$ cat src/rtl/vsr_pkg.sv
package vsr_pkg;

    localparam int RATE_W   = 16;
    localparam int RATE_MIN = 7040;
    localparam int RATE_MAX = 48000;
    localparam int RATE_DEF = 48000;
    localparam int NUM_MAX  = 10;
    localparam int DEN_MAX  = 7;

    typedef logic [RATE_W-1:0] rate_t;

    typedef enum logic [1:0] {
        MULT_NONE     = 2'b00,
        MULT_8_OVER_7 = 2'b01,
        MULT_10_OVER_7 = 2'b10,
        MULT_NONE_ALT = 2'b11
    } mult_e;

    typedef struct packed {
        rate_t rate;
        mult_e mult;
    } chan_cfg_t;

    function automatic logic [3:0] mult_num(mult_e m);
        case (m)
            MULT_8_OVER_7:  return 4'd8;
            MULT_10_OVER_7: return 4'd10;
            default:        return 4'd1;
        endcase
    endfunction

    function automatic logic [2:0] mult_den(mult_e m);
        case (m)
            MULT_8_OVER_7, MULT_10_OVER_7: return 3'd7;
            default:                       return 3'd1;
        endcase
    endfunction

    function automatic rate_t clamp_rate(rate_t raw);
        if (raw < rate_t'(RATE_MIN)) return rate_t'(RATE_MIN);
        if (raw > rate_t'(RATE_MAX)) return rate_t'(RATE_MAX);
        return raw;
    endfunction

endpackage

$ cat src/rtl/vsr_rate_reg.sv
module vsr_rate_reg
    import vsr_pkg::*;
#(
    parameter int FREF_HZ = 12288000,
    parameter int ACC_W   = 32
) (
    input  logic             clk,
    input  logic             rst,
    input  logic             load,
    input  rate_t            rate_in,
    input  logic [1:0]       mult_in,
    output logic [ACC_W-1:0] inc,
    output logic [ACC_W-1:0] modulus,
    output logic             restart
);

    chan_cfg_t cfg_q;
    chan_cfg_t cfg_d;

    always_comb begin
        cfg_d.rate = clamp_rate(rate_in);
        cfg_d.mult = mult_e'(mult_in);
    end

    always_ff @(posedge clk) begin
        if (rst) begin
            cfg_q.rate <= rate_t'(RATE_DEF);
            cfg_q.mult <= MULT_NONE;
        end else if (load) begin
            cfg_q <= cfg_d;
        end
    end

    always_comb begin
        inc     = ACC_W'(cfg_q.rate) * ACC_W'(mult_num(cfg_q.mult));
        modulus = ACC_W'(FREF_HZ) * ACC_W'(mult_den(cfg_q.mult));
        restart = load && (mult_den(cfg_d.mult) != mult_den(cfg_q.mult));
    end

    // the held rate never leaves the legal range
    a_r2_rate_in_range: assert property (@(posedge clk) disable iff (rst)
        (cfg_q.rate >= rate_t'(RATE_MIN)) && (cfg_q.rate <= rate_t'(RATE_MAX)));

    // a load is latched at its own edge, clamped
    a_r7_load_latched: assert property (@(posedge clk) disable iff (rst)
        load |=> (cfg_q.rate == clamp_rate($past(rate_in))));

endmodule

$ cat src/rtl/vsr_phase_acc.sv
module vsr_phase_acc #(
    parameter int ACC_W = 32
) (
    input  logic             clk,
    input  logic             rst,
    input  logic [ACC_W-1:0] inc,
    input  logic [ACC_W-1:0] modulus,
    input  logic             restart,
    output logic             strobe
);

    logic [ACC_W-1:0] acc_q;
    logic [ACC_W-1:0] sum;
    logic             wrap;

    always_comb begin
        sum  = acc_q + inc;
        wrap = (sum >= modulus);
    end

    always_ff @(posedge clk) begin
        if (rst || restart) begin
            acc_q  <= '0;
            strobe <= 1'b0;
        end else if (wrap) begin
            acc_q  <= sum - modulus;
            strobe <= 1'b1;
        end else begin
            acc_q  <= sum;
            strobe <= 1'b0;
        end
    end

    // the residue always stays below the threshold in force
    a_r5_residue_below_mod: assert property (@(posedge clk) disable iff (rst)
        acc_q < modulus);

    // a change of denominator clears the phase with no strobe
    a_r8_restart_clears: assert property (@(posedge clk) disable iff (rst)
        restart |=> (acc_q == '0) && !strobe);

endmodule

$ cat src/rtl/vsr_strobe_gen.sv
module vsr_strobe_gen
    import vsr_pkg::*;
#(
    parameter int NUM_CH  = 4,
    parameter int FREF_HZ = 12288000
) (
    input  logic                     clk,
    input  logic                     rst,
    input  logic [NUM_CH*RATE_W-1:0] rate_word,
    input  logic [NUM_CH*2-1:0]      mult_sel,
    input  logic [NUM_CH-1:0]        load,
    output logic [NUM_CH-1:0]        strobe
);

    localparam int ACC_W = $clog2(DEN_MAX * FREF_HZ + NUM_MAX * RATE_MAX) + 1;

    for (genvar c = 0; c < NUM_CH; c++) begin : g_ch
        logic [ACC_W-1:0] inc;
        logic [ACC_W-1:0] modulus;
        logic             restart;

        vsr_rate_reg #(
            .FREF_HZ (FREF_HZ),
            .ACC_W   (ACC_W)
        ) u_rate (
            .clk     (clk),
            .rst     (rst),
            .load    (load[c]),
            .rate_in (rate_word[c*RATE_W +: RATE_W]),
            .mult_in (mult_sel[c*2 +: 2]),
            .inc     (inc),
            .modulus (modulus),
            .restart (restart)
        );

        vsr_phase_acc #(
            .ACC_W (ACC_W)
        ) u_acc (
            .clk     (clk),
            .rst     (rst),
            .inc     (inc),
            .modulus (modulus),
            .restart (restart),
            .strobe  (strobe[c])
        );
    end

    // strobes are low on the cycle after reset
    a_r1_reset_quiet: assert property (@(posedge clk)
        rst |=> (strobe == '0));

endmodule

$ cat config.mk
export PLATFORM = sky130hd
export DESIGN_NAME = vsr_strobe_gen
export DESIGN_NICKNAME = d
export VERILOG_FILES = /design/src/rtl/vsr_pkg.sv /design/src/rtl/vsr_rate_reg.sv /design/src/rtl/vsr_phase_acc.sv /design/src/rtl/vsr_strobe_gen.sv
export SDC_FILE = /design/constraint.sdc
export NUM_CORES = 1
export LEC_CHECK = 0
export BUFFER_PORTS_ARGS = -buffer_cell sky130_fd_sc_hd__buf_4
export CORE_ASPECT_RATIO = 0.8
export CORE_UTILIZATION = 66
export DETAILED_ROUTE_END_ITERATION = 8
export PLACE_DENSITY = 0.93
export REMOVE_ABC_BUFFERS = 1
export SYNTH_ARGS = -nofsm -noshare
export SYNTH_HDL_FRONTEND = slang
export SYNTH_HIERARCHICAL = 1
export SYNTH_SLANG_ARGS = --single-unit
$ cat constraint.sdc
create_clock -name clk -period 8.5 [get_ports clk]
set_input_delay 0.425 -clock clk [delete_from_list [all_inputs] [get_ports clk]]
set_output_delay 0.425 -clock clk [all_outputs]
set_load 0.005 [all_outputs]
; ---- Word-level counts from Yosys, hierarchy flattened
; Index checks and enable logic that the tools add are counted.
[word_totals]
ff_bits = 188
output_inout_bits = 4
elab_cells = 128
[classes]
add_sub_neg = 8
mul = 8
order_cmp = 12
n_eq_ne = 20
mux = 48
reduce_logical = 16
[op_table]
columns = operator, n
row1 = $mux W16, 16
row2 = $add A28 B20 Y28, 4
row3 = $ge A28 B27 Y1, 4
row4 = $mux W28, 4
row5 = $sub A28 B27 Y28, 4
row6 = $mul A16 B4 Y20, 4
row7 = $gt A16 B16 Y1 const B, 4
row8 = $lt A16 B13 Y1 const B, 4
row9 = $mul A9 B3 Y12 const A, 4
row10 = $pmux W4 S2, 4
row11 = $mux W3, 8
row12 = $eq A2 B1 Y1 const B, 8
row13 = $eq A2 B2 Y1 const B, 8
row14 = $mux W1, 16
row15 = $reduce_or A2 Y1, 8
row16 = $ne A3 B3 Y1, 4
row17 = $logic_and A1 B1 Y1, 4
row18 = $logic_or A1 B1 Y1, 4

; ---- Depth between registers and ports, before layout
[logic_depth]
ltp_word = 6
ltp_mapped = 37

; ---- By module
; Netlist, hierarchy kept.
[by_module_without_submodules]
columns = module, instances, cells_each, area_per_inst_um2, seq_area_each_um2
row1 = vsr_rate_reg at g_ch[0].u_rate ..., 3, 349, 2731.4, 360.3
row2 = vsr_phase_acc at g_ch[2].u_acc ..., 2, 551, 4045.1, 580.6
row3 = vsr_phase_acc at g_ch[0].u_acc, 1, 532, 4101.4, 580.6
row4 = vsr_phase_acc at g_ch[1].u_acc, 1, 512, 3849.9, 580.6
row5 = vsr_rate_reg at g_ch[3].u_rate, 1, 353, 2740.1, 360.3

; ---- Least setup slack after synthesis
; No wires, ideal clock.
[synth_timing]
kind = reg-to-reg
startpoint = register g_ch[3].u_rate/cfg_q[0] (netlist name)
endpoint = register g_ch[3].u_acc.acc_q[17]
setup_time_ns = 0.070
arrival_ns = 7.047
t_required_ns = 8.430
slack_ns = 1.383
path_stages_with_launch = 33
path_cell_list = dfxtp_1 inv_1 ha_1 clkbuf_1 nor2b_1 ha_1 fa_1 ha_1 a211oi_1 o21ai_1 a211o_1 a21o_1 a21oi_1 xnor2_1 ha_1 and3_1 nand4_1 or3_1 a211oi_1 o2111ai_1 a21oi_1 a31oi_1 ha_1 a21oi_1 o31ai_1 a211oi_1 o31ai_1 o21ai_0 a21o_1 clkbuf_8 clkbuf_1 nand2_1 a21oi_1
[synth_between]
elab_chain_cells = 6
elab_cells_between_ends = 14
classes_between = 2 x add/sub / 2 x mul / 1 x order compare / 3 x eq/ne / 3 x mux / 3 x reduce/logical
[synth_lines]
columns = item, line_no
row1 = start: declaration, vsr_rate_reg.sv:17  ; chan_cfg_t cfg_q;
row2 = start signal: assignment, vsr_rate_reg.sv:30  ; cfg_q <= cfg_d;
row3 = $eq A2 B1 Y1 or $eq A2 B2 Y1 (tied branches), vsr_pkg.sv:33  ; case (m)
row4 = $reduce_or A2 Y1 *, vsr_pkg.sv:33
row5 = $mux W3 *, vsr_pkg.sv:33
row6 = $mul A9 B3 Y12 *, vsr_rate_reg.sv:36  ; modulus = ACC_W'(FREF_HZ) * ACC_W'(mult_den(cfg_q.mult));
row7 = named net g_ch[3].modulus[16], vsr_strobe_gen.sv:19  ; logic [ACC_W-1:0] modulus;
row8 = $sub A28 B27 Y28 or $ge A28 B27 Y1 (tied branches), "vsr_phase_acc.sv:26, vsr_phase_acc.sv:18"
row9 = $mux W28 *, vsr_phase_acc.sv:25  ; end else if (wrap) begin
row10 = end signal: assignment, vsr_phase_acc.sv:26  ; acc_q <= sum - modulus;
row11 = end signal: assignment, vsr_phase_acc.sv:29  ; acc_q <= sum;
row12 = end: declaration, vsr_phase_acc.sv:12  ; logic [ACC_W-1:0] acc_q;
; The timed path passes the listed nets; every way through them passes the cells marked *.
; A chain may end at the register's enable or synchronous reset.

; ---- Final worst setup path
[layout_timing]
startpoint = register g_ch[3].u_rate/cfg_q[0] (netlist name)
endpoint = register g_ch[3].u_acc.acc_q[23]
; The elaborated chain is that of the path after synthesis.

==> impl_metrics.tcl <==
set metrics [dict create \
    dr_total_vias 24400 \
    r2r-start "g_ch[3].u_rate/cfg_q[0]" \
    fmax_ghz 0.125 \
    hold_start "rate_word[51]" \
    synth-main-ff-cell "dfxtp_1" \
    clock_latency_ns 0.48 \
    clock_sinks 188 \
    ir_worst_vdd_mv 0.227 \
    rsz0062_at_grt "no" \
    gp_congestion 0.939 \
    nets 4036 \
    grt_pass1_vias 22900 \
    die_x_um 228 \
    hold_viol 0 \
    startpoint_type "flip-flop" \
    ys_async_sr_fraction_pct 0 \
    hp-class "input port to flip-flop" \
    final_antenna_net_count 0 \
    synth_edf_count 0 \
    power.total_uw 9580 \
    num_io_pins 82 \
    cts_setup_buffers 0 \
    clk_pin_slew_ns 0.08 \
    top_layer "met4" \
    setup_viol 0 \
    post-place-ws_ns 0.417 \
    dr.pass1.iters 8 \
    wl_met1_um 29500 \
    wl_met2_um 28600 \
    yosysMostFrequentCell "ha_1" \
    finalWorstSetupSlack_ns 0.489 \
    grt.total_usage_pct 29.9 \
    dp_hpwl_um 49200 \
    tns_ns 0 \
    slew_violations 0 \
    holdBufCountCts 0 \
    worstSetupEndpointType "flip-flop" \
    cts-buffers-inserted 17 \
    cp_slowest_cell "ha_2" \
    rows 65 \
    required_ns 8.91 \
    via_per_inst 5.98 \
    syn_to_final_growth_pct 3.39 \
    cp_num_buf_inv 1 \
    finClkSkew_ns 0.0127 \
    start_util_pct 67.7 \
    crit_type "flip-flop to flip-flop" \
    antenna_found_initial 1 \
    drc 0 \
    synth.area.top_cells "ha_1 (17%), dfxtp_1 (14%), a21oi_1 (6.4%)" \
    synthCells 3546 \
    drt-initial-drc-count 2171 \
    max_slew_margin_pct 51.5 \
    p_per_area_mw_per_mm2 344 \
    period_share_pct 94.2 \
    die-area_sq_mm 0.0417 \
    finalWirelength_um 63100 \
    htree_levels 4 \
    crit_family "compound AO/OA/AOI/OAI gates" \
    yosysWarningCount 6 \
    synth_area_sq_mm 0.0270 \
    clock_path_buffers 2 \
    status "complete, no violations" \
    layout-drive-gt1-share_pct 6.24 \
    synth_top_area_share_pct 17.1 \
    finalInstanceArea_sq_mm 0.0279 \
    min_period_ns 8.01 \
    syn_avg_cell_area_sq_um 7.61 \
    placed_cell_area_sq_mm 0.0272 \
    worstMarginPinSlew_ns 0.726 \
    grt_pass1_wl_um 107000 \
    wl_met3_um 4020 \
    synth_commonest_cells "ha_1 (368), inv_1 (362), a21oi_1 (343), nand2_1 (288), nor2_1 (213)" \
    synth.yosys.seq_area_share_pct 14.0 \
    cts_root_buf "clkbuf_16" \
    cpPeakStageDelay_ns 0.46 \
    maxCapViolations 0 \
    tritoncts "built" \
    core_sq_mm 0.0399 \
    overflow 0 \
    fp.dieH_um 183 \
    startpoint "g_ch[3].u_rate/cfg_q[0]" \
    crit_fanout 28 \
    crit_arrival_ns 8.42 \
    wl_per_cell_um 15.5 \
    synth_cell_type_count 110 \
    leakage_uw 0.0139 \
    ys_ff_latch 188 \
    io_buffers 81 \
    yosys.area.top_type "ha_1" \
    grt_max_degree 57 \
]
==> worst paths after layout <==
check / to / slack (ns) / depth (start not counted)
setup / recovery: g_ch[3].u_acc/acc_q[23] / 0.49 / 29
hold / removal: g_ch[3].u_rate/cfg_q[5] / 0.18 / 3
setup reg to reg: g_ch[3].u_acc/acc_q[23] / 0.49 / 29
hold reg to reg: g_ch[3].u_rate/cfg_q[4] / 0.50 / 2
==> flip-flops by register name, indices dropped and copies added, names as in the netlist <==
name and count:
g_ch.u_acc/strobe 4, g_ch.u_rate/cfg_q 72, g_ch.u_acc/acc_q 112
==> where the power goes <==
part           switching [uW]  internal [uW]  total (uW)
Combinational            4470           2980        7450
Clock                     400            540         940
Sequential               91.7           1100        1190
==> layout make-up <==
| type | instances | area [sq um] |
|---|---|---|
| multi-input cells | 2869 | 20700 |
| fillers | 3084 | 12000 |
| flip-flops and latches | 188 | 3760 |
| inverters | 362 | 1360 |
| repair buffers | 92 | 703 |
| well taps | 536 | 671 |
| clock buffers | 19 | 453 |
| clock inverters | 12 | 208 |
| diodes | 1 | 2.50 |
==> worst reg2reg max path, delay by kind of cell, from the launching register on <==
family,cells,cell delay [ns]
flip-flops,1,0.35
AND/OR/NAND/NOR,5,1.22
adder cells (fa/ha/maj),6,2.29
buffers and inverters,1,0.05
XOR/XNOR,1,0.09
AO/OA/AOI/OAI,16,3.94
==> stage by stage <==
step	instances	hold WS, ns	utilization (%)
floorplan	3419	0.451	-
global placement	4047	0.476	68.2
detailed placement	4047	0.491	68.2
CTS	4078	0.163	69.9
global route	4079	0.169	70.0
finish	4079	0.181	70.0
==> cells by family (layout without fill, tap and decap cells) <==
| kind of cell | Yosys count | after routing | synth area share, % |
|---|---|---|---|
| xor gates and xnor gates | 247 | 247 | 8.05 |
| and+or+nand+nor | 1056 | 1056 | 20.1 |
| adders and majority gates | 428 | 428 | 21.5 |
| buffers and inverters | 597 | 485 | 10.8 |
| other | 8 | 117 | 0.111 |
| muxes | 24 | 24 | 0.891 |
| AOI/OAI and AO/OA | 998 | 998 | 24.5 |
| DFF | 188 | 188 | 14.0 |
==> repair_timing <==
action                     in CTS  in global routing
setup endpoints to repair       0                 58
hold endpoints to repair        0                  0
gates resized for setup         0                  9
==> metal layers <==
layer	vias to the layer above	global-route usage, %
li1	12100	-
met1	11300	40.8
met2	836	48.8
met3	98	4.54
met4	0	8.62
met5	-	0
==> cells in the final DEF, fill, tap and decap left out, types with 7 or more instances in the layout <==
master / synthesis / routed
a211oi_1: 50 / 49
buf_4: 147 / 91
o31ai_1: 17 / 17
o2bb2ai_1: 10 / 10
nand4_1: 22 / 22
a211o_1: 12 / 12
o21bai_1: 39 / 39
nor4_1: 7 / 7
inv_1: 362 / 362
o21ai_0: 125 / 124
ha_1: 368 / 366
clkbuf_16: 0 / 17
nor2_1: 213 / 213
o22ai_1: 23 / 23
and3_1: 24 / 24
nor2b_1: 117 / 117
a221o_1: 9 / 9
fa_1: 60 / 60
xor2_1: 83 / 83
and2_1: 106 / 106
o21a_1: 35 / 35
o21ai_1: 11 / 12
or2_2: 8 / 8
nor3_1: 29 / 29
mux2i_1: 24 / 24
nand2b_1: 48 / 48
a31oi_1: 43 / 43
a21oi_1: 343 / 343
nand2_1: 288 / 288
a21boi_0: 10 / 10
conb_1: 8 / 116
a21o_1: 132 / 131
a31o_2: 11 / 11
and4_1: 12 / 12
or3_1: 17 / 17
dfxtp_1: 188 / 188
o211ai_1: 30 / 30
nand3_1: 96 / 96
xnor2_1: 163 / 163
(Power assumes the default switching activity.)
